===== config.mk =====
export PLATFORM = sky130hd
export DESIGN_NAME = addr_route_arb
export DESIGN_NICKNAME = d
export VERILOG_FILES = /design/src/rtl/addr_route_pkg.sv /design/src/rtl/addr_route_decode.sv /design/src/rtl/addr_route_port_arb.sv /design/src/rtl/addr_route_arb.sv
export SDC_FILE = /design/constraint.sdc
export NUM_CORES = 1
export LEC_CHECK = 0
export ABC_AREA = 1
export ABC_CLOCK_PERIOD_IN_PS = 1010
export BUFFER_PORTS_ARGS = -buffer_cell sky130_fd_sc_hd__buf_2
export CAP_MARGIN = 30
export CORE_MARGIN = 4
export CORE_UTILIZATION = 26
export DETAILED_ROUTE_END_ITERATION = 10
export MAX_ROUTING_LAYER = met4
export PLACE_DENSITY = 0.78
export SLEW_MARGIN = 5
export SYNTH_ARGS = -nofsm -noshare
export SYNTH_HDL_FRONTEND = slang
export SYNTH_SLANG_ARGS = --single-unit

===== constraint.sdc =====
create_clock -name clk -period 1.01 [get_ports clk]
set_input_delay 0.101 -clock clk [delete_from_list [all_inputs] [get_ports clk]]
set_output_delay 0.101 -clock clk [all_outputs]
set_load 0.03 [all_outputs]

===== src/rtl/addr_route_pkg.sv =====
// Package: shared constants, region encoding and address map for the router.
// Assumes 32-bit addresses and three requesters with fixed indices.
package addr_route_pkg;
    localparam int NREQ   = 3;
    localparam int NPORT  = 4;
    localparam int ADDR_W = 32;
    localparam int SIZE_W = 2;
    localparam int RGN_W  = 3;
    localparam int MST_W  = $clog2(NREQ);

    localparam int REQ_DATA  = 0;
    localparam int REQ_FETCH = 1;
    localparam int REQ_DBG   = 2;

    localparam int PORT_XPPB = 3;

    localparam logic [SIZE_W-1:0] SZ_WORD = 2'd2;

    localparam logic [ADDR_W-1:0] CODE_END   = 32'h1FFF_FFFF;
    localparam logic [ADDR_W-1:0] FETCH_END  = 32'h1FFF_FFFC;
    localparam logic [ADDR_W-1:0] SYS_LO_BEG = 32'h2000_0000;
    localparam logic [ADDR_W-1:0] SYS_LO_END = 32'hDFFF_FFFF;
    localparam logic [ADDR_W-1:0] XPPB_BEG   = 32'hE004_0000;
    localparam logic [ADDR_W-1:0] XPPB_END   = 32'hE00F_FFFF;
    localparam logic [ADDR_W-1:0] SYS_HI_BEG = 32'hE010_0000;

    typedef enum logic [RGN_W-1:0] {
        RG_NONE   = 3'd0,
        RG_CODE_I = 3'd1,
        RG_CODE_D = 3'd2,
        RG_SYS    = 3'd3,
        RG_XPPB   = 3'd4
    } region_e;
endpackage


===== src/rtl/addr_route_decode.sv =====
// Module: per-requester address decoder and peripheral-window rule checker.
// Purely combinational. Assumes attributes are stable while a request is held.
// IS_FETCH marks the fetch requester; USE_REMOTE enables the foreign-origin check.
module addr_route_decode
    import addr_route_pkg::*;
#(
    parameter bit IS_FETCH   = 1'b0,
    parameter bit USE_REMOTE = 1'b0
) (
    input  logic [ADDR_W-1:0] addr_i,
    input  logic [SIZE_W-1:0] size_i,
    input  logic              priv_i,
    input  logic              remote_i,
    output region_e           region_o,
    output logic              viol_o
);
    logic in_code;
    logic in_sys;
    logic in_xppb;
    logic xppb_bad;

    // Range compares for each address window.
    always_comb begin
        in_code = (addr_i <= CODE_END);
        in_sys  = ((addr_i >= SYS_LO_BEG) && (addr_i <= SYS_LO_END)) || (addr_i >= SYS_HI_BEG);
        in_xppb = (addr_i >= XPPB_BEG) && (addr_i <= XPPB_END);
    end

    // Region selection; fetches past the last aligned code word are unroutable.
    always_comb begin
        if (in_code) begin
            if (IS_FETCH) region_o = (addr_i <= FETCH_END) ? RG_CODE_I : RG_NONE;
            else          region_o = RG_CODE_D;
        end else if (in_sys) begin
            region_o = RG_SYS;
        end else if (in_xppb) begin
            region_o = RG_XPPB;
        end else begin
            region_o = RG_NONE;
        end
    end

    // Peripheral-window rules: privileged, word size, aligned, local, not a fetch.
    always_comb begin
        xppb_bad = !priv_i || (size_i != SZ_WORD) || (addr_i[1:0] != 2'b00)
                 || (USE_REMOTE && remote_i) || IS_FETCH;
        viol_o   = (region_o == RG_NONE) || ((region_o == RG_XPPB) && xppb_bad);
    end
endmodule


===== src/rtl/addr_route_port_arb.sv =====
// Module: fixed-priority arbiter and occupancy tracker for one downstream port.
// Lowest candidate index wins. The port is closed from the cycle after a start
// until ready is sampled at a clock edge. Assumes candidates hold until granted.
module addr_route_port_arb #(
    parameter int NR = 3,
    parameter int MW = 2
) (
    input  logic          clk,
    input  logic          rst_n,
    input  logic [NR-1:0] cand_i,
    input  logic          rdy_i,
    output logic [NR-1:0] gnt_o,
    output logic          start_o,
    output logic [MW-1:0] mst_o
);
    logic busy_q;
    logic found;

    // Pick the lowest-index candidate while the port is free.
    always_comb begin
        gnt_o = '0;
        mst_o = '0;
        found = 1'b0;
        if (!busy_q) begin
            for (int i = 0; i < NR; i++) begin
                if (cand_i[i] && !found) begin
                    gnt_o[i] = 1'b1;
                    mst_o    = MW'(i);
                    found    = 1'b1;
                end
            end
        end
        start_o = found;
    end

    // Occupancy: set on a start, cleared when the downstream side is ready.
    always_ff @(posedge clk) begin
        if (!rst_n)       busy_q <= 1'b0;
        else if (start_o) busy_q <= 1'b1;
        else if (rdy_i)   busy_q <= 1'b0;
    end

    // at most one grant, and no lower-index candidate is passed over.
    a_r4_one_grant: assert property (@(posedge clk) disable iff (!rst_n)
        $onehot0(gnt_o));
    a_r4_priority: assert property (@(posedge clk) disable iff (!rst_n)
        start_o |-> ((cand_i & (gnt_o - NR'(1))) == '0));
    // no back-to-back starts, and the port stays shut until ready.
    a_r5_no_back2back: assert property (@(posedge clk) disable iff (!rst_n)
        start_o |=> !start_o);
    a_r5_wait_ready: assert property (@(posedge clk) disable iff (!rst_n)
        (start_o && !rdy_i) ##1 !rdy_i |=> !start_o);
endmodule


===== src/rtl/addr_route_arb.sv =====
// Module: top of the router. Decodes three requesters, checks the peripheral
// window rules, arbitrates each port with fixed priority and drives the
// per-port byte-swap flags. Requesters hold their request until grant or error.
module addr_route_arb
    import addr_route_pkg::*;
(
    input  logic                         clk,
    input  logic                         rst_n,
    input  logic [NREQ-1:0]              req_i,
    input  logic [NREQ-1:0][ADDR_W-1:0]  addr_i,
    input  logic [NREQ-1:0][SIZE_W-1:0]  size_i,
    input  logic [NREQ-1:0]              priv_i,
    input  logic                         dat_remote_i,
    input  logic                         be_mode_i,
    input  logic [NPORT-1:0]             port_rdy_i,
    output logic [NREQ-1:0]              gnt_o,
    output logic [NREQ-1:0]              err_o,
    output logic [NREQ-1:0][RGN_W-1:0]   region_o,
    output logic [NPORT-1:0]             prt_start_o,
    output logic [NPORT-1:0][MST_W-1:0]  prt_mst_o,
    output logic [NPORT-1:0]             prt_bigend_o
);
    region_e                       rg [NREQ];
    logic [NREQ-1:0]               viol;
    logic [NPORT-1:0][NREQ-1:0]    cand;
    logic [NPORT-1:0][NREQ-1:0]    gnt_pr;

    for (genvar r = 0; r < NREQ; r++) begin : g_req
        addr_route_decode #(
            .IS_FETCH  (1'(r == REQ_FETCH)),
            .USE_REMOTE(1'(r == REQ_DATA))
        ) u_dec (
            .addr_i  (addr_i[r]),
            .size_i  (size_i[r]),
            .priv_i  (priv_i[r]),
            .remote_i(dat_remote_i),
            .region_o(rg[r]),
            .viol_o  (viol[r])
        );

        // Region reporting and immediate error response.
        always_comb begin
            region_o[r] = rg[r];
            err_o[r]    = req_i[r] && viol[r];
        end

        // grant and error are exclusive per requester.
        a_r9_excl: assert property (@(posedge clk) disable iff (!rst_n)
            !(gnt_o[r] && err_o[r]));
        // anything forwarded to the peripheral window is a privileged word access.
        a_r6_fwd_rules: assert property (@(posedge clk) disable iff (!rst_n)
            (prt_start_o[PORT_XPPB] && (prt_mst_o[PORT_XPPB] == MST_W'(r)))
            |-> (size_i[r] == SZ_WORD) && priv_i[r] && (addr_i[r][1:0] == 2'b00));
    end

    // Build each port's candidate set from routable requests.
    always_comb begin
        for (int p = 0; p < NPORT; p++) begin
            for (int r = 0; r < NREQ; r++) begin
                cand[p][r] = req_i[r] && !viol[r] && (rg[r] == region_e'(RGN_W'(p + 1)));
            end
        end
    end

    for (genvar p = 0; p < NPORT; p++) begin : g_port
        addr_route_port_arb #(
            .NR(NREQ),
            .MW(MST_W)
        ) u_arb (
            .clk    (clk),
            .rst_n  (rst_n),
            .cand_i (cand[p]),
            .rdy_i  (port_rdy_i[p]),
            .gnt_o  (gnt_pr[p]),
            .start_o(prt_start_o[p]),
            .mst_o  (prt_mst_o[p])
        );

        if (p == PORT_XPPB) begin : g_le
            // Peripheral window is little-endian whatever the core setting.
            assign prt_bigend_o[p] = 1'b0;
        end else begin : g_be
            // Other ports follow the processor endianness.
            assign prt_bigend_o[p] = be_mode_i;
        end
    end

    // Merge per-port grants into per-requester grants.
    always_comb begin
        gnt_o = '0;
        for (int p = 0; p < NPORT; p++) gnt_o = gnt_o | gnt_pr[p];
    end

    // a fetch into the peripheral window is always refused.
    a_r7_fetch_xppb: assert property (@(posedge clk) disable iff (!rst_n)
        (req_i[REQ_FETCH] && (addr_i[REQ_FETCH] >= XPPB_BEG) && (addr_i[REQ_FETCH] <= XPPB_END))
        |-> err_o[REQ_FETCH]);
    // a refused data request is never forwarded to the peripheral port.
    a_r6_no_fwd: assert property (@(posedge clk) disable iff (!rst_n)
        err_o[REQ_DATA] |-> !(prt_start_o[PORT_XPPB] && (prt_mst_o[PORT_XPPB] == MST_W'(REQ_DATA))));
endmodule


Word-level counts from Yosys, hierarchy flattened

Index checks and enable logic that the tools add are counted.

Bits in registers: 4
Input bits: 116
Output and inout port bits: 31

$lt $le $gt $ge: 19
Eq/ne operators: 14
Muxes and demuxes: 66
Bitwise operators: 3
Reduce and logical (&&, ||, !) cells: 67

Operators with widths:

| operator             | number |
|---|---|
| $ge 32x32->1 const B | 6 |
| $le 32x32->1 const B | 6 |
| $le 32x29->1 const B | 4 |
| $ge 32x30->1 const B | 3 |
| $mux 1               | 45 |
| $mux 3               | 13 |
| $logic_and 1x1->1    | 34 |
| $eq 3x2->1 const B   | 6 |
| $mux 2               | 8 |
| $logic_not 1->1      | 13 |
| $reduce_bool 2->1    | 6 |
| $logic_or 1x1->1     | 11 |
| $eq 3x1->1 const B   | 3 |
| $eq 3x3->1 const B   | 3 |
| $logic_not 3->1      | 3 |
| $or 3x3->3           | 3 |
| $ne 2x2->1 const B   | 2 |

Longest topological paths before layout

Depth in word-level cells: 24
Mapped depth: 12
Depth with buffers taken out: 12

Cells and area by module

A second synthesis with hierarchy kept.

Cell total of the unflattened synthesis: 235
Area total of the unflattened synthesis: 1127.3 sq um

By module, submodules not included:

| module                              | instances | cells each | area an instance (sq um) |
|---|---|---|---|
| addr_route_port_arb                 | 4         | 17         | 97.6 |
| addr_route_arb                      | 1         | 59         | 259.0 |
| addr_route_decode at g_req[1].u_dec | 1         | 56         | 237.7 |
| addr_route_decode at g_req[0].u_dec | 1         | 25         | 120.1 |
| addr_route_decode at g_req[2].u_dec | 1         | 27         | 120.1 |

Worst setup path before layout

Ideal clock, no wire load.

Path kind: input to output
Start: input addr_i[63] (netlist name)
End: output region_o[5] (netlist name)
Data arrival time: 1562 ps
Slack: -653 ps
Stages on the path: 6
Path buffers: 0
Path through: nor2_2 > inv_1 > or2_4 > nand2_4 > nand2_4 > nor4_1

RTL lines:

| what        | RTL line             | RTL |
|---|---|---|
| from (decl) | addr_route_arb.sv:10 | `input logic [NREQ-1:0][ADDR_W-1:0] addr_i,` |
| to (decl)   | addr_route_arb.sv:18 | `output logic [NREQ-1:0][RGN_W-1:0] region_o,` |

Worst setup path after layout

Start: input addr_i[24] (netlist name)
End: output gnt_o[0]

Cells in the longest elaborated chain, start to end: 16
Elaborated cells on any way between the ends: 36
Those cells by class: order compare (6); eq/ne (4); mux (11); bitwise (3); reduce/logical (12)

Ends and longest elaborated chain:

| what                                        | RTL line                                         | RTL |
|---|---|---|
| $ge 32x32->1 (tied with other cells)        | addr_route_decode.sv:26                          | `in_xppb = (addr_i >= XPPB_BEG) && (addr_i <= XPPB_END);` |
| $logic_and 1x1->1, on equally long branches | addr_route_decode.sv:26, addr_route_decode.sv:25 |  |
| $mux 3 or $logic_or 1x1->1 (tied branches)  | addr_route_decode.sv:36, addr_route_decode.sv:25 |  |
| $mux 3                                      | addr_route_decode.sv:34                          | `end else if (in_sys) begin` |
| $mux 3 (*)                                  | addr_route_decode.sv:31                          | `if (in_code) begin` |
| $eq 3x3->1                                  | addr_route_decode.sv:47, addr_route_arb.sv:60    |  |
| $logic_and 1x1->1                           | addr_route_decode.sv:47                          | `viol_o = (region_o == RG_NONE) \|\| ((region_o == RG_XPPB) && xppb_bad);` |
| $logic_or 1x1->1                            | addr_route_decode.sv:47                          |  |
| $logic_not 1->1                             | addr_route_arb.sv:60                             | `cand[p][r] = req_i[r] && !viol[r] && (rg[r] == region_e'(RGN_W'(p + 1)));` |
| $logic_and 1x1->1 (2 in series)             | addr_route_arb.sv:60                             |  |
| $mux 1                                      | addr_route_port_arb.sv:26                        | `if (cand_i[i] && !found) begin` |
| $mux 3                                      | addr_route_port_arb.sv:24                        | `if (!busy_q) begin` |
| $or 3x3->3 (2 in series)                    | addr_route_arb.sv:91                             | `for (int p = 0; p < NPORT; p++) gnt_o = gnt_o \| gnt_pr[p];` |
| $or 3x3->3 (*)                              | addr_route_arb.sv:91                             |  |
| to (decl)                                   | addr_route_arb.sv:16                             | `output logic [NREQ-1:0] gnt_o,` |

Every way passes the cells marked *; elsewhere a longest branch is shown, timed or not.

==> tab_implementation.tex <==
\begin{tabular}{lr}
\hline
Metric & Value \\
\hline
\multicolumn{2}{l}{\textbf{Run status}} \\
\quad Result of the run & finished, violations left \\
\quad Failing checks & setup timing \\
\multicolumn{2}{l}{\textbf{Drt}} \\
\quad Initial DRT Pass Iterations & 4 \\
\quad Residual DRC count & 0 \\
\quad Starting DRT DRC Count & 54 \\
\quad Mean routed wirelength per cell & 14.78 um \\
\quad Total routed wirelength & 5.099 mm \\
\quad Final antenna-violating net count & 0 \\
\quad Per-cell via count in the routed design & 4.701 \\
\quad Routed vias & 1622 \\
\multicolumn{2}{l}{\textbf{Synth}} \\
\quad Average cell area after synthesis & 5.353 um2 \\
\quad Compound-gate portion of the synthesized area & 7.746\% \\
\quad Adder-cell share of the synthesized area & 0\% \\
\quad Syn Std Cell Area & 904.6 um2 \\
\quad Post-Synthesis Cells & 169 \\
\quad Dominant combinational cell family by area after synthesis & simple AND/OR/NAND/NOR gates \\
\quad Xor/xnor share of the synthesized area & 0\% \\
\quad \#FFs+latches synth & 4 \\
\quad Post-synthesis sequential area ratio & 8.852\% \\
\quad Warnings, synthesis & 0 \\
\quad Post-synthesis cell type count & 28 \\
\quad Mux share of post-synthesis cell area & 0\% \\
\quad Basic-gate share of the synthesized area counting and, or, nand and nor cells & 62.66\% \\
\multicolumn{2}{l}{\textbf{STA}} \\
\quad Time the final worst path needs with I/O delays and setup & 1410 ps \\
\quad Unrepaired setup endpoints after global routing & true \\
\quad Max Clk Rate & 709.2 MHz \\
\quad Final hold violations & 0 \\
\quad Pins over their slew limit & 0 \\
\quad Post-route clock skew & 0 ps \\
\quad Period utilization & 139.6\% \\
\quad Sum of negative setup slack & -5203 ps \\
\quad Min setup slack post-route & -399.9 ps \\
\quad Hold WS & 106.2 ps \\
\quad Final count of negative-setup-slack endpoints & 23 \\
\multicolumn{2}{l}{\textbf{Final layout}} \\
\quad Utilization of the core after routing & 73.15\% \\
\quad Largest regs & g\_port.u\_arb.busy\_q (4) \\
\quad Inserted Diodes & 0 \\
\quad Fraction of layout cells with a size suffix above 1 & 74.58\% \\
\quad Fin nets & 417 \\
\quad Area delta synth->final & 169.8\% \\
\quad Register ranked first by flip-flop count & g\_port.u\_arb.busy\_q \\
\quad Leading cell type in the layout, fill and taps excluded & sky130\_fd\_sc\_hd\_\_buf\_6 \\
\quad Max reg flops & 4 \\
\quad Commonest non-fill, non-tap cells in the layout & sky130\_fd\_sc\_hd\_\_buf\_6 (61), sky130\_fd\_sc\_hd\_\_buf\_2 (46), sky130\_fd\_sc\_hd\_\_buf\_4 (27) \\
\multicolumn{2}{l}{\textbf{Die}} \\
\quad I/O pin count & 147 \\
\quad Site row count & 21 \\
\quad Die Span X & 66.99 um \\
\quad Chip Height & 66.99 um \\
\quad Die Outline Area & 4487 um2 \\
\quad Std-Cell Core Area & 3337 um2 \\
\quad Starting utilization of the core area & 27.11\% \\
\multicolumn{2}{l}{\textbf{Global route}} \\
\quad Pin count of the biggest net entering global routing & 5 \\
\quad Vias in the first global route & 1525 \\
\quad Gr usage total & 18.57\% \\
\quad Total congestion overflow & 0 \\
\quad First-pass GRT wire length & 6.210 mm \\
\quad Antenna violations before repair & 0 \\
\multicolumn{2}{l}{\textbf{Power and ir drop}} \\
\quad Static Leak & 0.001238 uW \\
\quad Total power density per cell area & 520.0 nW/um2 \\
\quad Max IR drop VDD & 0.0003131 V \\
\quad Post-route total power & 1269 uW \\
\multicolumn{2}{l}{\textbf{Critical path}} \\
\quad Setup Crit Path Kind & in2out \\
\quad Slowest cell delay on critical path & 200 ps \\
\quad Sum of buffers and inverters on the critical path & 2 \\
\quad Cell-by-cell trace of the critical path & buf\_6, nor2\_4, nand2\_4, nor2\_4, nand3\_1, nand2\_2, nand4\_1, o211ai\_1, buf\_4 \\
\quad Biggest fanout along the worst timing path & 3 \\
\quad Arrival time of data at the critical path endpoint & 1310 ps \\
\quad Type of element capturing the critical path & output port \\
\quad Crit-path leading delay family & simple AND/OR/NAND/NOR gates \\
\quad CP dominant cell by count & sky130\_fd\_sc\_hd\_\_nor2\_4 \\
\quad Required time of the critical path & 910 ps \\
\quad Critical Path Source Type & input port \\
\quad Master of the slowest instance on the critical path & sky130\_fd\_sc\_hd\_\_buf\_4 \\
\multicolumn{2}{l}{\textbf{CTS}} \\
\quad TritonCTS clock tree & built \\
\quad CTS clock-pin slew for the worst setup and hold paths & 40 ps \\
\quad CTS Buf Count & 3 \\
\quad Clock sink count & 4 \\
\quad Clock insertion delay at the later pin of the skew report & 230 ps \\
\quad Buffer levels on the longest clock path & 2 \\
\quad Root buffer cell & sky130\_fd\_sc\_hd\_\_clkbuf\_4 \\
\quad Max H-tree Level & 1 \\
\multicolumn{2}{l}{\textbf{Hold path}} \\
\quad Min-Delay Path Class & in2reg \\
\multicolumn{2}{l}{\textbf{Run}} \\
\quad Number of violations of the max-capacitance limit & 0 \\
\multicolumn{2}{l}{\textbf{Placement}} \\
\quad Final weighted congestion in routability-driven placement & 0.8125 \\
\quad Pre-CTS setup slack & -482.0 ps \\
\quad Hpwl dp & 3.033 mm \\
\quad Count of port buffers added during placement & 103 \\
\hline
\end{tabular}
[metal layers]
layer	share of wire (%)	track usage (%)	wire length, um
met4	2.7	3.797	138
met3	6.5	4.722	329
met2	60	38.74	3074
met5	0	-	0
met1	31	16.33	1556
[worst paths after layout]
| path | to | cells past startpoint | from | slack [ps] |
|---|---|---|---|---|
| min reg2reg | g_port[0].u_arb.busy_q$_SDFFE_PN0P_ | 2 | g_port[0].u_arb.busy_q$_SDFFE_PN0P_ | 470 |
| max | gnt_o[0] | 9 | addr_i[24] | -400 |
| min | g_port[2].u_arb.busy_q$_SDFFE_PN0P_ | 3 | rst_n | 110 |
| max reg2reg | g_port[0].u_arb.busy_q$_SDFFE_PN0P_ | 5 | g_port[0].u_arb.busy_q$_SDFFE_PN0P_ | -50 |
[per-stage QoR]
stage               area, um2  cells
detailed placement       1749    331
floorplan                1112    172
global route             2441    345
finish                   2441    345
global placement         1749    331
CTS                      2175    338
[power breakdown]
group          switching [uW]  total [uW]  internal (uW)  leakage, uW
clock                    65.8         199            133    0.0000138
sequential               7.59         173            165    0.0000334
combinational             444         898            454      0.00119
total                     517        1270            752      0.00124
[worst register-to-register path: stages, from the launching register on]
cell                      delay, ps
sky130_fd_sc_hd__dfxtp_1        300
sky130_fd_sc_hd__nor2_1         230
sky130_fd_sc_hd__nand2_4        120
sky130_fd_sc_hd__buf_6          130
sky130_fd_sc_hd__buf_6          100
sky130_fd_sc_hd__a21oi_2        110
[cells in the mapped netlist]
master / number / area (um2)
sky130_fd_sc_hd__a21o_1: 1 / 7.510
sky130_fd_sc_hd__nor4_1: 1 / 6.260
sky130_fd_sc_hd__o21bai_4: 1 / 18.77
sky130_fd_sc_hd__buf_4: 11 / 82.58
sky130_fd_sc_hd__or2_2: 2 / 12.51
sky130_fd_sc_hd__nand3_2: 1 / 10.01
sky130_fd_sc_hd__nand3_1: 9 / 45.04
sky130_fd_sc_hd__and2_2: 1 / 7.510
sky130_fd_sc_hd__nor3_1: 4 / 20.02
sky130_fd_sc_hd__conb_1: 1 / 3.750
sky130_fd_sc_hd__or2_4: 1 / 8.760
sky130_fd_sc_hd__dfxtp_1: 4 / 80.08
sky130_fd_sc_hd__nand2_1: 36 / 135.1
sky130_fd_sc_hd__nand2_2: 2 / 12.51
sky130_fd_sc_hd__a21oi_1: 2 / 10.01
sky130_fd_sc_hd__or2_1: 1 / 6.260
sky130_fd_sc_hd__o21ai_0: 2 / 10.01
sky130_fd_sc_hd__nor2_4: 1 / 11.26
sky130_fd_sc_hd__nor2_2: 2 / 12.51
sky130_fd_sc_hd__nor3_2: 1 / 10.01
sky130_fd_sc_hd__o21bai_2: 1 / 11.26
sky130_fd_sc_hd__inv_1: 26 / 97.59
sky130_fd_sc_hd__o21ai_1: 1 / 5.000
sky130_fd_sc_hd__o211ai_1: 1 / 7.510
sky130_fd_sc_hd__inv_2: 1 / 3.750
sky130_fd_sc_hd__nor2_1: 40 / 150.1
sky130_fd_sc_hd__nand2_4: 5 / 56.30
sky130_fd_sc_hd__nand4_1: 10 / 62.56
[layout make-up]
class / count / area (um2)
multi-input cells: 130 / 1039
well taps: 46 / 57.56
fillers: 228 / 895.9
flip-flops and latches: 4 / 83.83
inverters: 27 / 103.9
repair buffers: 135 / 1135
clock buffers: 3 / 22.52
[what timing repair did]
item | CTS | global route
pin swaps | 31 | 38
gates resized for setup | 99 | 56
setup buffers | 5 | 8
hold buffers | 0 | 0
setup endpoints to repair | 25 | 25
[kinds of logic after synthesis]
kind of cell,Yosys count
and+or+nand+nor,117
buffers and inverters,38
AOI/OAI and AO/OA,9
DFF,4
other,1
No activity file was read; power rests on OpenSTA's default activity.
